**config.mk**
```make
export PLATFORM = sky130hd
export DESIGN_NAME = refresh_interval_timer
export DESIGN_NICKNAME = d
export VERILOG_FILES = /design/src/rtl/refresh_interval_timer.sv
export SDC_FILE = /design/constraint.sdc
export NUM_CORES = 1
export LEC_CHECK = 0
export BUFFER_PORTS_ARGS = -buffer_cell sky130_fd_sc_hd__buf_4
export CORE_ASPECT_RATIO = 1.4
export CORE_MARGIN = 1.5
export CORE_UTILIZATION = 40
export CTS_CLUSTER_SIZE = 40
export DETAILED_ROUTE_END_ITERATION = 8
export GPL_ROUTABILITY_DRIVEN = 0
export GPL_TIMING_DRIVEN = 0
export PLACE_DENSITY = 0.63
export REMOVE_ABC_BUFFERS = 1
export SLEW_MARGIN = 5
export SYNTH_ARGS = -nofsm -noshare
export SYNTH_HDL_FRONTEND = slang
export SYNTH_SLANG_ARGS = --single-unit
```
**constraint.sdc**
```tcl
create_clock -name clk -period 2.98 [get_ports clk]
set_clock_uncertainty 0.1 [all_clocks]
set_input_delay 0.447 -clock clk [delete_from_list [all_inputs] [get_ports clk]]
set_output_delay 0.447 -clock clk [all_outputs]
set_load 0.01 [all_outputs]
```
**src/rtl/refresh_interval_timer.sv**
```systemverilog
module refresh_interval_timer #(
  parameter int CNT_W = 8,
  parameter int LIM0 = 1024,
  parameter int LIM1 = 512,
  parameter logic [7:0] KEY = 8'hA5
) (
  input  logic        clk,
  input  logic        rst_n,
  input  logic [1:0]  bus_addr,
  input  logic        bus_wr,
  input  logic        bus_word,
  input  logic [15:0] bus_wdata,
  output logic [15:0] bus_rdata,
  input  logic        rfsh_en,
  input  logic        rfsh_cbr,
  output logic        refresh_req,
  output logic        irq_match,
  output logic        irq_ovf
);
  localparam int PRE_W = 12;
  localparam int LIM_MAX = (LIM0 > LIM1) ? LIM0 : LIM1;
  localparam int RC_W = $clog2(LIM_MAX);
  localparam logic [RC_W-1:0] TOP0 = RC_W'(LIM0 - 1);
  localparam logic [RC_W-1:0] TOP1 = RC_W'(LIM1 - 1);

  logic [PRE_W-1:0] pre, mask;
  logic [CNT_W-1:0] cnt, cmp;
  logic [RC_W-1:0]  rc, rc_top;
  logic [2:0]       cks;
  logic             cmf, cmie, ovf, ovie, lmts;
  logic             cmf_arm, ovf_arm, match_q;
  logic             key_ok, wr_csr, wr_cnt, wr_cmp;
  logic             tick, match, do_rfsh;
  logic             cmf_set, cmf_clr, ovf_set, ovf_clr;

  assign key_ok = bus_wr && bus_word && (bus_wdata[15:8] == KEY);
  assign wr_csr = key_ok && (bus_addr == 2'd0);
  assign wr_cnt = key_ok && (bus_addr == 2'd1);
  assign wr_cmp = key_ok && (bus_addr == 2'd2);

  always_comb begin
    case (cks)
      3'd1: mask = PRE_W'(12'h003);
      3'd2: mask = PRE_W'(12'h00F);
      3'd3: mask = PRE_W'(12'h03F);
      3'd4: mask = PRE_W'(12'h0FF);
      3'd5: mask = PRE_W'(12'h3FF);
      3'd6: mask = PRE_W'(12'h7FF);
      3'd7: mask = PRE_W'(12'hFFF);
      default: mask = '0;
    endcase
  end

  assign tick    = (cks != 3'd0) && ((pre & mask) == mask);
  assign match   = (cnt == cmp);
  assign do_rfsh = tick && match && rfsh_en && rfsh_cbr;
  assign rc_top  = lmts ? TOP1 : TOP0;

  assign cmf_set = match && !match_q;
  assign cmf_clr = do_rfsh && cmf_arm && !cmf_set;
  assign ovf_set = do_rfsh && (rc >= rc_top);
  assign ovf_clr = do_rfsh && ovf_arm && !ovf_set;

  always_ff @(posedge clk or negedge rst_n)
    if (!rst_n) pre <= '0;
    else        pre <= pre + 1'b1;

  always_ff @(posedge clk or negedge rst_n) begin
    if (!rst_n) begin
      cnt <= '0;
      cmp <= '0;
      match_q <= 1'b1;
      refresh_req <= 1'b0;
    end else begin
      match_q <= match;
      refresh_req <= do_rfsh;
      if (wr_cmp) cmp <= bus_wdata[CNT_W-1:0];
      if (wr_cnt)    cnt <= bus_wdata[CNT_W-1:0];
      else if (tick) cnt <= match ? '0 : cnt + 1'b1;
    end
  end

  always_ff @(posedge clk or negedge rst_n) begin
    if (!rst_n) begin
      cmie <= 1'b0;
      cks  <= 3'd0;
      ovie <= 1'b0;
      lmts <= 1'b0;
    end else if (wr_csr) begin
      cmie <= bus_wdata[6];
      cks  <= bus_wdata[5:3];
      ovie <= bus_wdata[1];
      lmts <= bus_wdata[0];
    end
  end

  always_ff @(posedge clk or negedge rst_n) begin
    if (!rst_n) begin
      cmf <= 1'b0;
      cmf_arm <= 1'b0;
    end else begin
      if (cmf_set)      cmf <= 1'b1;
      else if (cmf_clr) cmf <= 1'b0;
      if (cmf_clr)                             cmf_arm <= 1'b0;
      else if (wr_csr && !bus_wdata[7] && cmf) cmf_arm <= 1'b1;
    end
  end

  always_ff @(posedge clk or negedge rst_n) begin
    if (!rst_n) begin
      rc <= '0;
      ovf <= 1'b0;
      ovf_arm <= 1'b0;
    end else begin
      if (do_rfsh) rc <= (rc >= rc_top) ? '0 : rc + 1'b1;
      if (ovf_set)      ovf <= 1'b1;
      else if (ovf_clr) ovf <= 1'b0;
      if (ovf_clr)                             ovf_arm <= 1'b0;
      else if (wr_csr && !bus_wdata[2] && ovf) ovf_arm <= 1'b1;
    end
  end

  always_comb begin
    case (bus_addr)
      2'd0:    bus_rdata = {8'h00, cmf, cmie, cks, ovf, ovie, lmts};
      2'd1:    bus_rdata = {{(16-CNT_W){1'b0}}, cnt};
      2'd2:    bus_rdata = {{(16-CNT_W){1'b0}}, cmp};
      default: bus_rdata = 16'h0000;
    endcase
  end

  assign irq_match = cmf && cmie;
  assign irq_ovf   = ovf && ovie;
endmodule

```
Yosys cells after proc, flatten, opt, wreduce, memory -nomap -nowiden:

Cells that the tools add are included.

* output and inout port bits: 19
* word-level logic and storage cells: 79
* register bits: 50

* reduce and logical (&&, ||, !) cells: 33
* magnitude comparators: 1
* equality and inequality tests: 12
* bitwise operators: 1
* add/sub/neg operators: 3
* multiplexer cells: 15

Operator list (count)
* case mux 12 bit (7 select lines): 1
* 2-to-1 mux 8 bit: 3
* case mux 8 bit (3 select lines): 1
* logical AND 1 bit: 21
* 2-to-1 mux 10 bit: 2
* adder 12 x 1 -> 12 bit (second input constant): 1
* AND 12 bit: 1
* equality test 12 bit: 1
* equality test 3 bit (second input constant): 4
* adder 10 x 1 -> 10 bit (second input constant): 1
* greater-or-equal comparator 10 bit: 1
* nonzero test 2 bit: 5
* adder 8 x 1 -> 8 bit (second input constant): 1
* equality test 8 bit: 1
* equality test 8 bit (second input constant): 1
* 2-to-1 mux 1 bit: 8
* equality test 3 x 2 -> 1 bit (second input constant): 2
* logical NOT 1 bit: 5
* equality test 3 x 1 -> 1 bit (second input constant): 1
* nonzero test 3 bit: 1
* equality test 2 x 1 -> 1 bit (second input constant): 1
* equality test 2 bit (second input constant): 1
* logical NOT 2 bit: 1

Longest topological paths before layout:

Gate-level depths: netlist of the first run.

* depth after elaboration: 13
* depth in mapped cells: 7
* gate-level depth less buffers: 7

Worst setup path after synthesis of the first run:

OpenSTA, ideal clock, no wires.

* path kind: flip-flop to flip-flop
* start point: reg cnt[3]
* end point: reg rc[9]
* required time: 2748 ps
* period minus slack after synthesis: 2213 ps
* arrival time: 1980 ps
* library setup time: 132 ps
* stages on the path, launching flop included: 8
* path slack: 767 ps
* buffers on the path: 1
* cell sequence: dfrtp_1 xor2_1 nor4_4 nand2_2 or4_4 buf_6 o21ai_0 o41ai_2

* word-level cells in the longest chain between the ends: 4

RTL lines
* start, declared: line 27 `logic [CNT_W-1:0] cnt, cmp;`
* start signal, assigned: line 78 `if (wr_cnt) cnt <= bus_wdata[CNT_W-1:0];`
* start signal, assigned: line 79 `else if (tick) cnt <= match ? '0 : cnt + 1'b1;`
* equality test 8 bit: line 55 `assign match = (cnt == cmp);`
* logical AND 1 bit (3 in series): line 56 `assign do_rfsh = tick && match && rfsh_en && rfsh_cbr;`
* end signal, assigned: line 115 `if (do_rfsh) rc <= (rc >= rc_top) ? '0 : rc + 1'b1;`
* end, declared: line 28 `logic [RC_W-1:0] rc, rc_top;`

No other way between the ends.
A chain may end at the register's enable or synchronous reset.

Final worst setup path of the first run:

* start point: reg cnt[5]
* end point: reg rc[5]

* word-level cells in the longest chain between the ends: 4

RTL lines
* equality test 8 bit: line 55
* logical AND 1 bit (3 in series): line 56
* named net do_rfsh: line 33 `logic tick, match, do_rfsh;`

The timed path passes the listed nets, and every way through them passes these cells.

==> results.md, run 1 <==
* #FFs+latches synth at 50
* 1st-iter DRT viols at 140
* FILL cells at roughly 650
* Pins over their slew limit at 0
* Leakage at between 1 and 1.5 nW
* Root Driver: clkbuf_8
* TritonCTS Sinks at 50
* P_int at 1.028 mW
* Setup Fix Bufs, Post-CTS at 0
* Vias per cell at around 5.3
* R2r setup slk at roughly 430 ps
* Tcrit/Tclk final at 0.8573
* Relative slew slack at 0.4372
* Die X at roughly 73 µm
* Final Util at 0.4774
* Mapped Area at between 2000 and 3000 µm²
* Worst-Margin Slew at roughly 840 ps
* Part of the power in registers at 0.529
* Length of the first detailed-routing pass in iterations at 4
* # setup viols final at 0
* Drc violations at 0
* Critical path capture point type: flop
* Net count, final at approximately 330
* RSZ-0062 raised after global routing: no
* Gate power share at 0.130
* Clock group share of total power at 0.341
* Worst-skew pair later-pin latency at 290 ps
* Top-count cell post-synth: dfrtp_1
* Non-filler instance count after layout at a little under 400
* Initial antenna violation count at 0
* Detail Placement HPWL at about 4200 µm
* Overall routing resource usage at 0.1707
* CTS max path bufs at 2
* Critical Path AT at between 2000 and 3000 ps
* Area grow syn2layout at 14.63%
* H-tree level count at 2
* CTS tree: yes
* Vias at about 2.1k
* EDFF count, synth at 0
* CP max FO at 11
* Synth top cells by count: 49 x dfrtp_1, 29 x nand2_1, 23 x nor2_1, 23 x o21ai_0, 14 x nand3_1
* Worst min-delay path category: input pin to async pin
* I/O pin cnt at 43
* TNS Setup at 0 ps
* CP Launch Type: flop
* P_sw at approximately 0.34 mW
* Avg WL per Cell at approximately 15 µm
* Rows at 35
* Seq/Total Area, Yosys at 0.4548
* Initial Util at 0.4165
* Buffers added on ports at 34
* R2r endpoint: rc[5]
* Pwr dens at between 400 and 500 nW/µm²
* Full die area at approximately 7400 µm²
* Post-Syn Instances at between 200 and 300
* Num CTS Buffers at 5
* Antenna diode count at 0
* Pin count of the biggest net entering global routing at 51
* Reg2Reg Launch Point: cnt[5]
* First-pass GRT wire length at around 10000 µm
* Post-Syn Area per Cell at 10.16 µm²
* MaxCap Viol Count at 0
* Max IR drop VDD at 184.8 µV
* Run status: finished clean
* Area leader, netlist: dfrtp_1
* Final Hold Vio Count at 0
* Reg2Reg Depth at 7
* Start point of the critical path: cnt[5]
* Count of cell types in the netlist at between 50 and 60
* Area share of the largest cell type after synthesis at 0.4453
* Hold Worst Slack at 70.75 ps
* ANT nets after route at 0
* Worst-path clk slew at approximately 90 ps
* Core area at 6613 µm²
* Worst Setup Path Type: flop to flop
* Die Ht at 101.2 µm
* Vias in the first global route at around 2.1k
* Final min period at 2555 ps
* Post-CTS Resized at 0
* Placed cell count at 390
* Share of layout cells above drive strength 1 at 0.2353
* Switch share at 0.2464
* Final wirelength at 5907 µm
* Critical path endpoint: rc[5]
* Post-synth ARST share at 1.000
* Cts hold-fix bufs at 0
* Ys Warns at 0
* Synth area leaders: dfrtp_1 45%, mux2_2 5.3%, o21ai_0 4.2%, nand2_1 4.0%, mux2i_1 3.3%
* Peak Freq at a little under 0.4 GHz
* GRT Residual Overflow at 0
* Top FF cell, synth: dfrtp_1
* CP required at around 3000 ps
## routing by layer
metal	wire (µm)	vias up	track usage	share of wire
met2	3087	44	0.3196	0.52
met3	210	2	0.02687	0.036
met5	0	-	0	0
met1	2566	1037	0.1966	0.43
met4	41	0	0.04790	0.0069
li1	-	1028	-	-
## critical path: stages (launching register included)
cell and delay (ps):
dfrtp_1 450, xor2_1 190, nor4_2 350, nand2_2 160, or4_4 650, clkinv_4 150
nand2_4 100, o41ai_1 290
## flip-flops by register name, indices dropped and copies added (netlist names)
name and cells:
cmp 8, ovf_arm 1, ovie 1, cmie 1
lmts 1, cks 3, match_q 1, ovf 1
rc 10, cmf 1, cmf_arm 1, refresh_req 1
cnt 8, pre 12
## stage by stage
| stage | cell area (µm²) | total power [mW] | setup slack, ps |
|---|---|---|---|
| 5_1_grt | 3157 | 1.438 | 242.3 |
| 3_3_place_gp | 3050 | 0.9119 | 435.5 |
| 3_5_place_dp | 3050 | 0.9146 | 419.6 |
| 6_report | 3157 | 1.364 | 425.2 |
| 2_1_floorplan | 2680 | 0.8305 | 751.9 |
| 4_1_cts | 3157 | 1.388 | 379.4 |
## cell usage in the layout (no fill, tap or decap), drive strengths merged, types with 4 or more instances in the layout
cell type  count
xnor2          8
nand2         31
clkbuf         7
o21ai         24
nor3           4
mux2i          9
a31oi          8
conb           8
a21oi          6
xor2          10
nor2          23
ha             4
nand3         14
dfrtp         49
mux2          13
buf           34
inv            4
and2           4
## cells by family after synthesis
kind of cell               share of synthesized area
other                                       0.001362
DFF                                           0.4548
and+or+nand+nor                               0.1931
buffers and inverters                        0.04498
adders and majority gates                    0.01817
AOI/OAI and AO/OA                             0.1445
xor gates and xnor gates                     0.05725
muxes                                        0.08587
## layout make-up
cell class	count	area (µm²)	area share
clock buffers	7	76.32	0.02418
flip-flops and latches	50	1252	0.3967
inverters	5	23.77	0.007531
repair buffers	34	255.2	0.08086
clock inverters	1	30.03	0.009512
well taps	92	115.1	0.03646
multi-input cells	209	1404	0.4447
## worst min-delay path by stage
stage / start / to / slack, ps / cells past startpoint
global route: rst_n / cmp[7] / 120 / 1
global placement: pre[11] / pre[11] / 360 / 1
detailed placement: pre[11] / pre[11] / 360 / 1
finish: rst_n / refresh_req / 70 / 1
floorplan: rst_n / cks[0] / 50 / 0
CTS: rst_n / cmp[7] / 90 / 1
## power by group through the flow
stage               Clock, mW  Sequential, mW  Combinational, mW
global route            0.510           0.726              0.202
floorplan                   0           0.728              0.102
detailed placement          0           0.735              0.179
CTS                     0.487           0.722              0.180
global placement            0           0.734              0.178
finish                  0.465           0.722              0.177
(Power assumes the default switching activity.)
==> run 2: changes to the inputs <==
--- a/config.mk
+++ b/config.mk
@@ -13,9 +13,8 @@
 export DETAILED_ROUTE_END_ITERATION = 8
 export GPL_ROUTABILITY_DRIVEN = 0
 export GPL_TIMING_DRIVEN = 0
-export PLACE_DENSITY = 0.63
+export PLACE_DENSITY = 0.65
 export REMOVE_ABC_BUFFERS = 1
-export SLEW_MARGIN = 5
 export SYNTH_ARGS = -nofsm -noshare
 export SYNTH_HDL_FRONTEND = slang
 export SYNTH_SLANG_ARGS = --single-unit
==> constraint.sdc (replaced) <==
create_clock -name clk -period 2.1 [get_ports clk]
set_clock_uncertainty 0.1 [all_clocks]
set_input_delay 0.315 -clock clk [delete_from_list [all_inputs] [get_ports clk]]
set_output_delay 0.315 -clock clk [all_outputs]
set_load 0.01 [all_outputs]
==> run 2 against run 1 <==
The flow now finishes with violations (negative setup slack). Register-to-register slack lost 590 ps. Die area unchanged. Critical endpoint is now rc[6]. Final cell count increased by 5.8%. Sequential power up 43%. Total power rose by 40%. Cell area grew 11%. Combinational power up 70%. Core utilization is 5.3 points higher. Fmax grew 13%. Non-clock buffer count is 23 higher. Worst hold slack improved by 82 ps.
==> results.md, run 2 (synthesis results as in run 1) <==
* CP max FO at 6 (-5)
* Max FFs per register at 12 (unchanged)
* Tcrit/Tclk final at 1.077 (+0.2197)
* Pin count of the biggest net entering global routing at 51 (unchanged)
* Avg WL per Cell at 15.13 µm (+1.9%)
* Total chip power at 1.913 mW (+40%)
* Initial antenna violation count at 0 (unchanged)
* Vias at 2,261 (+7.1%)
* Pwr dens at 545.8 nW/µm² (+26%)
* Worst-path clk slew at 90 ps (about the same)
* Reg2Reg Depth at 8 (+1)
* CP bufs+invs at 2 (+1)
* Final Util at 0.5300 (+0.05260)
* H-tree level count at 2 (unchanged)
* Critical path capture point type: flop
* Run status: finished, violations left
* # setup viols final at 14 (+14)
* Worst-skew pair later-pin latency at 310 ps (+20 ps)
* Worst min-delay path category: input pin to flop
* Buffers added on ports at 34 (unchanged)
* Crit-path cells: xor2_1 -> nor4_2 -> nand2_2 -> or4_4 -> clkinv_8 -> buf_12 -> nand2_4 -> a32o_1
* Peak Freq at 0.4421 GHz (+13%)
* Share of layout cells above drive strength 1 at 0.3830 (+0.1477)
* Area grow syn2layout at 27.26%
* Overall routing resource usage at 0.1770 (+0.006332)
* Relative slew slack at 0.4466 (+0.009372)
* Full die area at 7398 µm² (unchanged)
* Net count, final at 356 (+6.9%)
* Pins over their slew limit at 0 (unchanged)
* Drc violations at 0 (unchanged)
* Core area at 6613 µm² (unchanged)
* Die X at 73.13 µm (unchanged)
* MaxCap Viol Count at 0 (unchanged)
* Critical path's largest stage delay at 500 ps (-150 ps)
* ANT nets after route at 0 (unchanged)
* Antenna diode count at 0 (unchanged)
* Detail Placement HPWL at 4172 µm (-0.74%)
* Initial Util at 0.4165 (unchanged)
* Violated checks: negative setup slack
* R2r setup slk at -160 ps (-590 ps)
* Die Ht at 101.2 µm (unchanged)
* Root Driver: clkbuf_8
* Final wirelength at 6370 µm (+7.8%)
* Worst Setup Path Type: flop to flop
* Vias in the first global route at 2,111 (+1.8%)
* 1st-iter DRT viols at 197 (+41%)
* Setup ws final at -161.8 ps (-587.0 ps)
* Start point of the critical path: cnt[6]
* CP required at 2200 ps (-860 ps)
* Reg2Reg Launch Point: cnt[6]
* Worst-Margin Slew at 825.6 ps (-13.98 ps)
* CP Launch Type: flop
* Final Hold Vio Count at 0 (unchanged)
* First-pass GRT wire length at 10,050 µm (+2.6%)
* Final min period at 2262 ps (-293.0 ps)
* Most frequent cells in the layout: 53 x buf_4, 42 x dfrtp_1, 25 x nand2_1
* Critical Path AT at 2370 ps (-260 ps)
* CTS tree: yes
* Crit path max-delay family: simple AND/OR/NAND/NOR gates
* Top reg by flops: pre
* Most common cell after layout, fill and taps aside: buf_4
* Vias per cell at 5.371 (+1.3%)
* Critical path depth at 8 (+1)
* Length of the first detailed-routing pass in iterations at 4 (unchanged)
* Placement Cell Area at 3050 µm² (unchanged)
* Critical-path top delay cell: or4_4
* CTS max path bufs at 2 (unchanged)
* Leakage at 1.569 nW (+11%)
* Max IR drop VDD at 273.1 µV (+48%)
* Num CTS Buffers at 5 (unchanged)
* TNS Setup at -1571 ps (-1571 ps)
* R2r endpoint: rc[6]
* GRT Residual Overflow at 0 (unchanged)
* Regs by FF count: pre (12), rc (10)
* Rows at 35 (unchanged)
* Post-route cell area at 3505 µm² (+11%)
* TritonCTS Sinks at 50 (unchanged)
* I/O pin cnt at 43 (unchanged)
* RSZ-0062 raised after global routing: yes
* Critical path endpoint: rc[6]
==> run 2: cell count changes in the layout (fill, tap and decap cells not counted), sizes merged <==
cell	change
bufinv	-1
dlygate4sd3	+1
inv	-1
clkinv	+1
clkinvlp	+1
buf	+22
==> run 2: area by class of cell <==
| type | instances | area, µm² |
|---|---|---|
| fillers | 588 | 3108 |
| multi-input cells | 209 | 1551 |
| flip-flops and latches | 50 | 1261 |
| repair buffers | 57 | 450.4 |
| well taps | 92 | 115.1 |
| clock buffers | 7 | 86.33 |
| inverters | 5 | 35.03 |
| clock inverters | 1 | 5.005 |
==> run 2: through the flow <==
stage / hold WS (ps) / std cells / setup WS (ps)
after detailed placement: 282.4 / 390 / -464.6
after floorplan: -80.59 / 264 / -128.1
after CTS: 152.2 / 413 / -115.9
after global routing: 149.9 / 421 / -213.2
after global placement: 280.9 / 390 / -450.8
final: 153.1 / 421 / -161.8
==> run 2: repair_timing <==
action,4_1_cts,5_1_grt
endpoints found under the hold margin,49,0
gates cloned,0,0
setup buffers,14,8
endpoints found under the setup margin,22,21
gates resized for setup,13,34
hold buffers,1,0
pin swaps,5,8
==> run 2: how the worst min path moves through the flow <==
stage / from / end / slack (ps) / cells past startpoint
4_1_cts: bus_wdata[1] / cmp[1] / 150 / 2
2_1_floorplan: rst_n / cks[0] / -80 / 0
3_5_place_dp: rst_n / refresh_req / 280 / 1
5_1_grt: bus_wdata[0] / lmts / 150 / 2
6_report: bus_wdata[1] / cmp[1] / 150 / 2
3_3_place_gp: rst_n / cmp[2] / 280 / 1
==> run 2: where the power goes <==
| group | internal, mW | switching [mW] |
|---|---|---|
| clock | 0.267 | 0.319 |
| sequential | 0.989 | 0.0364 |
| combinational | 0.146 | 0.155 |
| total | 1.40 | 0.511 |
==> run 2: layer usage <==
layer | wire, µm | share of wire | track usage
met1 | 2651 | 0.42 | 0.2141
met2 | 3328 | 0.52 | 0.3105
met3 | 232 | 0.036 | 0.03483
met4 | 157 | 0.025 | 0.05951
met5 | 0 | 0 | 0
==> run 2: worst register-to-register path, stage by stage, from the launching register on <==
cell and delay (ps):
dfrtp_1 400, xor2_1 180, nor4_2 400, nand2_2 120
or4_4 500, clkinv_8 100, buf_12 120, nand2_4 40
a32o_1 210
==> run 3: changes to the inputs <==
--- a/config.mk
+++ b/config.mk
@@ -14,7 +14,6 @@
 export GPL_ROUTABILITY_DRIVEN = 0
 export GPL_TIMING_DRIVEN = 0
 export PLACE_DENSITY = 0.65
-export REMOVE_ABC_BUFFERS = 1
 export SYNTH_ARGS = -nofsm -noshare
 export SYNTH_HDL_FRONTEND = slang
 export SYNTH_SLANG_ARGS = --single-unit
==> constraint.sdc (replaced) <==
create_clock -name clk -period 2.1 [get_ports clk]
set_clock_uncertainty 0.1 [all_clocks]
set_input_delay 0.315 -clock clk [delete_from_list [all_inputs] [get_ports clk]]
set_output_delay 0.315 -clock clk [all_outputs]
set_load 0.02 [all_outputs]
==> run 3 against run 2 <==
The flow still finishes with violations (negative setup slack). Global-route usage up 1.3 points. Highest routed layer unchanged. Clock power up 2%. Count of clock-buffer cells in the layout unchanged. Final cell count up 1.9%. Sequential power about the same. Die area unchanged.
==> results.md, run 3 (synthesis results as in run 1) <==
* Antenna diode count at 0 (unchanged)
* Worst Setup Path Type: flop to flop
* Net count, final at 364 (+2.2%)
* RSZ-0062 raised after global routing: yes
* Start point of the critical path: cnt[5]
* Overall routing resource usage at 0.1901 (+0.01309)
* Full die area at 7398 µm² (unchanged)
* Pwr dens at 552.4 nW/µm² (+1.2%)
* CTS tree: yes
* Routed wl met2 at 3591 µm (+7.9%)
* P_sw at 0.5349 mW (+4.7%)
* Detail Placement HPWL at 4481 µm (+7.4%)
* Met3 WL at 191 µm (-18%)
* Critical path's largest stage delay at 500 ps (about the same)
* Hold Worst Slack at 151.2 ps (-1.958 ps)
* TNS Setup at -546.7 ps (+1024 ps)
* Num CTS Buffers at 5 (unchanged)
* Total chip power at 1.931 mW (+0.96%)
* CP required at 2210 ps (about the same)
* Vias per cell at 5.345 (-0.48%)
* CP Launch Type: flop
* CP bufs+invs at 2 (unchanged)
* Gate power share at 0.164 (+0.006)
* Final min period at 2197 ps (-64.80 ps)
* M1 wire length at 2523 µm (-4.8%)
* Switch share at 0.2770 (+0.009928)
* ANT nets after route at 0 (unchanged)
* Final Hold Vio Count at 0 (unchanged)
* I/O pin cnt at 43 (unchanged)
* H-tree level count at 2 (unchanged)
* Area grow syn2layout at 26.94%
* Vias at 2,293 (+1.4%)
* Die X at 73.13 µm (unchanged)
* Worst-Margin Slew at 803.5 ps (-22.14 ps)
* Top reg by flops: pre
* Pin count of the biggest net entering global routing at 51 (unchanged)
* P_int at 1.396 mW (-0.41%)
* Avg WL per Cell at 15.10 µm (-0.20%)
* Core area at 6613 µm² (unchanged)
* Regs by FF count: pre (12), rc (10)
* # setup viols final at 14 (unchanged)
* TritonCTS Sinks at 50 (unchanged)
* Share of layout cells above drive strength 1 at 0.3501 (-0.03283)
* R2r setup slk at -100 ps (+60 ps)
* First-pass GRT wire length at 11,040 µm (+9.8%)
* Rows at 35 (unchanged)
* Buffers added on ports at 34 (unchanged)
* Max IR drop VDD at 343.1 µV (+26%)
* Placed cell count at 404 (+3.6%)
* Pins over their slew limit at 0 (unchanged)
* Most common cell after layout, fill and taps aside: buf_4
* Run status: finished, violations left
* Die Ht at 101.2 µm (unchanged)
* Initial antenna violation count at 0 (unchanged)
* Drc violations at 0 (unchanged)
* 1st-iter DRT viols at 66 (-66%)
* Worst min-delay path category: input pin to flop
* Most used cell, CP: nand2_2
* Critical-path top delay cell: or4_4
* Tcrit/Tclk final at 1.046 (-0.03086)
* MaxCap Viol Count at 0 (unchanged)
* Leakage at 1.594 nW (+1.6%)
* Length of the first detailed-routing pass in iterations at 4 (unchanged)
* Final wirelength at 6478 µm (+1.7%)
* Reg2Reg Launch Point: cnt[5]
* Worst-path clk slew at 100 ps (about the same)
* Violated checks: negative setup slack
* Non-filler instance count after layout at 429 (+1.9%)
* Crit-path cells: xor2_1 -> nor4_2 -> nand2_2 -> or4_4 -> clkinv_8 -> buf_12 -> nand2_2 -> a22o_2
* Worst-skew pair later-pin latency at 310 ps (about the same)
* CP max FO at 5 (-1)
* Relative slew slack at 0.4644 (+0.01776)
* Part of the power in registers at 0.526 (-0.010)
* Critical Path AT at 2310 ps (-60 ps)
* Max layer used: met4
* Setup ws final at -97.01 ps (+64.80 ps)
* Root Driver: clkbuf_8
* Crit path max-delay family: simple AND/OR/NAND/NOR gates
* Initial Util at 0.4165 (unchanged)
* Most frequent cells in the layout: 54 x buf_4, 46 x dfrtp_1, 25 x nand2_1
* Worst hold start: bus_wdata[0]
* CTS max path bufs at 2 (unchanged)
* Clock group share of total power at 0.310 (+0.004)
* Max FFs per register at 12 (unchanged)
* Critical path capture point type: flop
* GRT Residual Overflow at 0 (unchanged)
* Vias in the first global route at 2,377 (+13%)
* Peak Freq at 0.4552 GHz (+2.9%)
-- run 3: layer usage --
| metal | vias to the layer above | global-route usage |
|---|---|---|
| li1 | 1097 | - |
| met1 | 1136 | 0.2112 |
| met2 | 46 | 0.3510 |
| met3 | 14 | 0.03184 |
| met4 | 0 | 0.07837 |
| met5 | - | 0 |
-- run 3: power by group through the flow --
| stage | Sequential (mW) | Clock (mW) | Combinational, mW |
|---|---|---|---|
| final | 1.02 | 0.598 | 0.317 |
| after CTS | 1.02 | 0.611 | 0.318 |
| after global routing | 1.02 | 0.643 | 0.350 |
| after detailed placement | 1.04 | 0 | 0.287 |
| after floorplan | 1.03 | 0 | 0.179 |
| after global placement | 1.04 | 0 | 0.284 |
-- run 3: what timing repair did --
action	CTS	global route
endpoints found under the setup margin	19	21
pin swaps	8	4
cloned	1	0
buffers inserted	12	3
endpoints found under the hold margin	49	0
hold buffers	1	0
resized for setup	20	15
-- run 3: cell type report --
class / instances / area (µm²)
well taps: 92 / 115.1
clock inverters: 1 / 5.005
repair buffers: 51 / 409.1
clock buffers: 7 / 86.33
flip-flops and latches: 50 / 1256
fillers: 602 / 3117
inverters: 5 / 31.28
plain buffers: 14 / 100.1
multi-input cells: 209 / 1493
-- run 3: through the flow --
stage	worst slack (ps)	util	instance area, µm²
after CTS	-69.06	0.5184	3428
after global routing	-166.3	0.5287	3496
after global placement	-219.3	0.4764	3151
after detailed placement	-211.8	0.4764	3151
final	-97.01	0.5287	3496
after floorplan	12.67	-	2780
-- run 3: path summary, 6_finish.rpt --
path                       endpoint  cells past startpoint
max in group asynchronous    pre[0]                      2
min in group asynchronous     rc[7]                      2
setup reg to reg                ovf                      8
hold / removal                 lmts                      2
hold reg to reg             pre[11]                      1
setup / recovery                ovf                      8
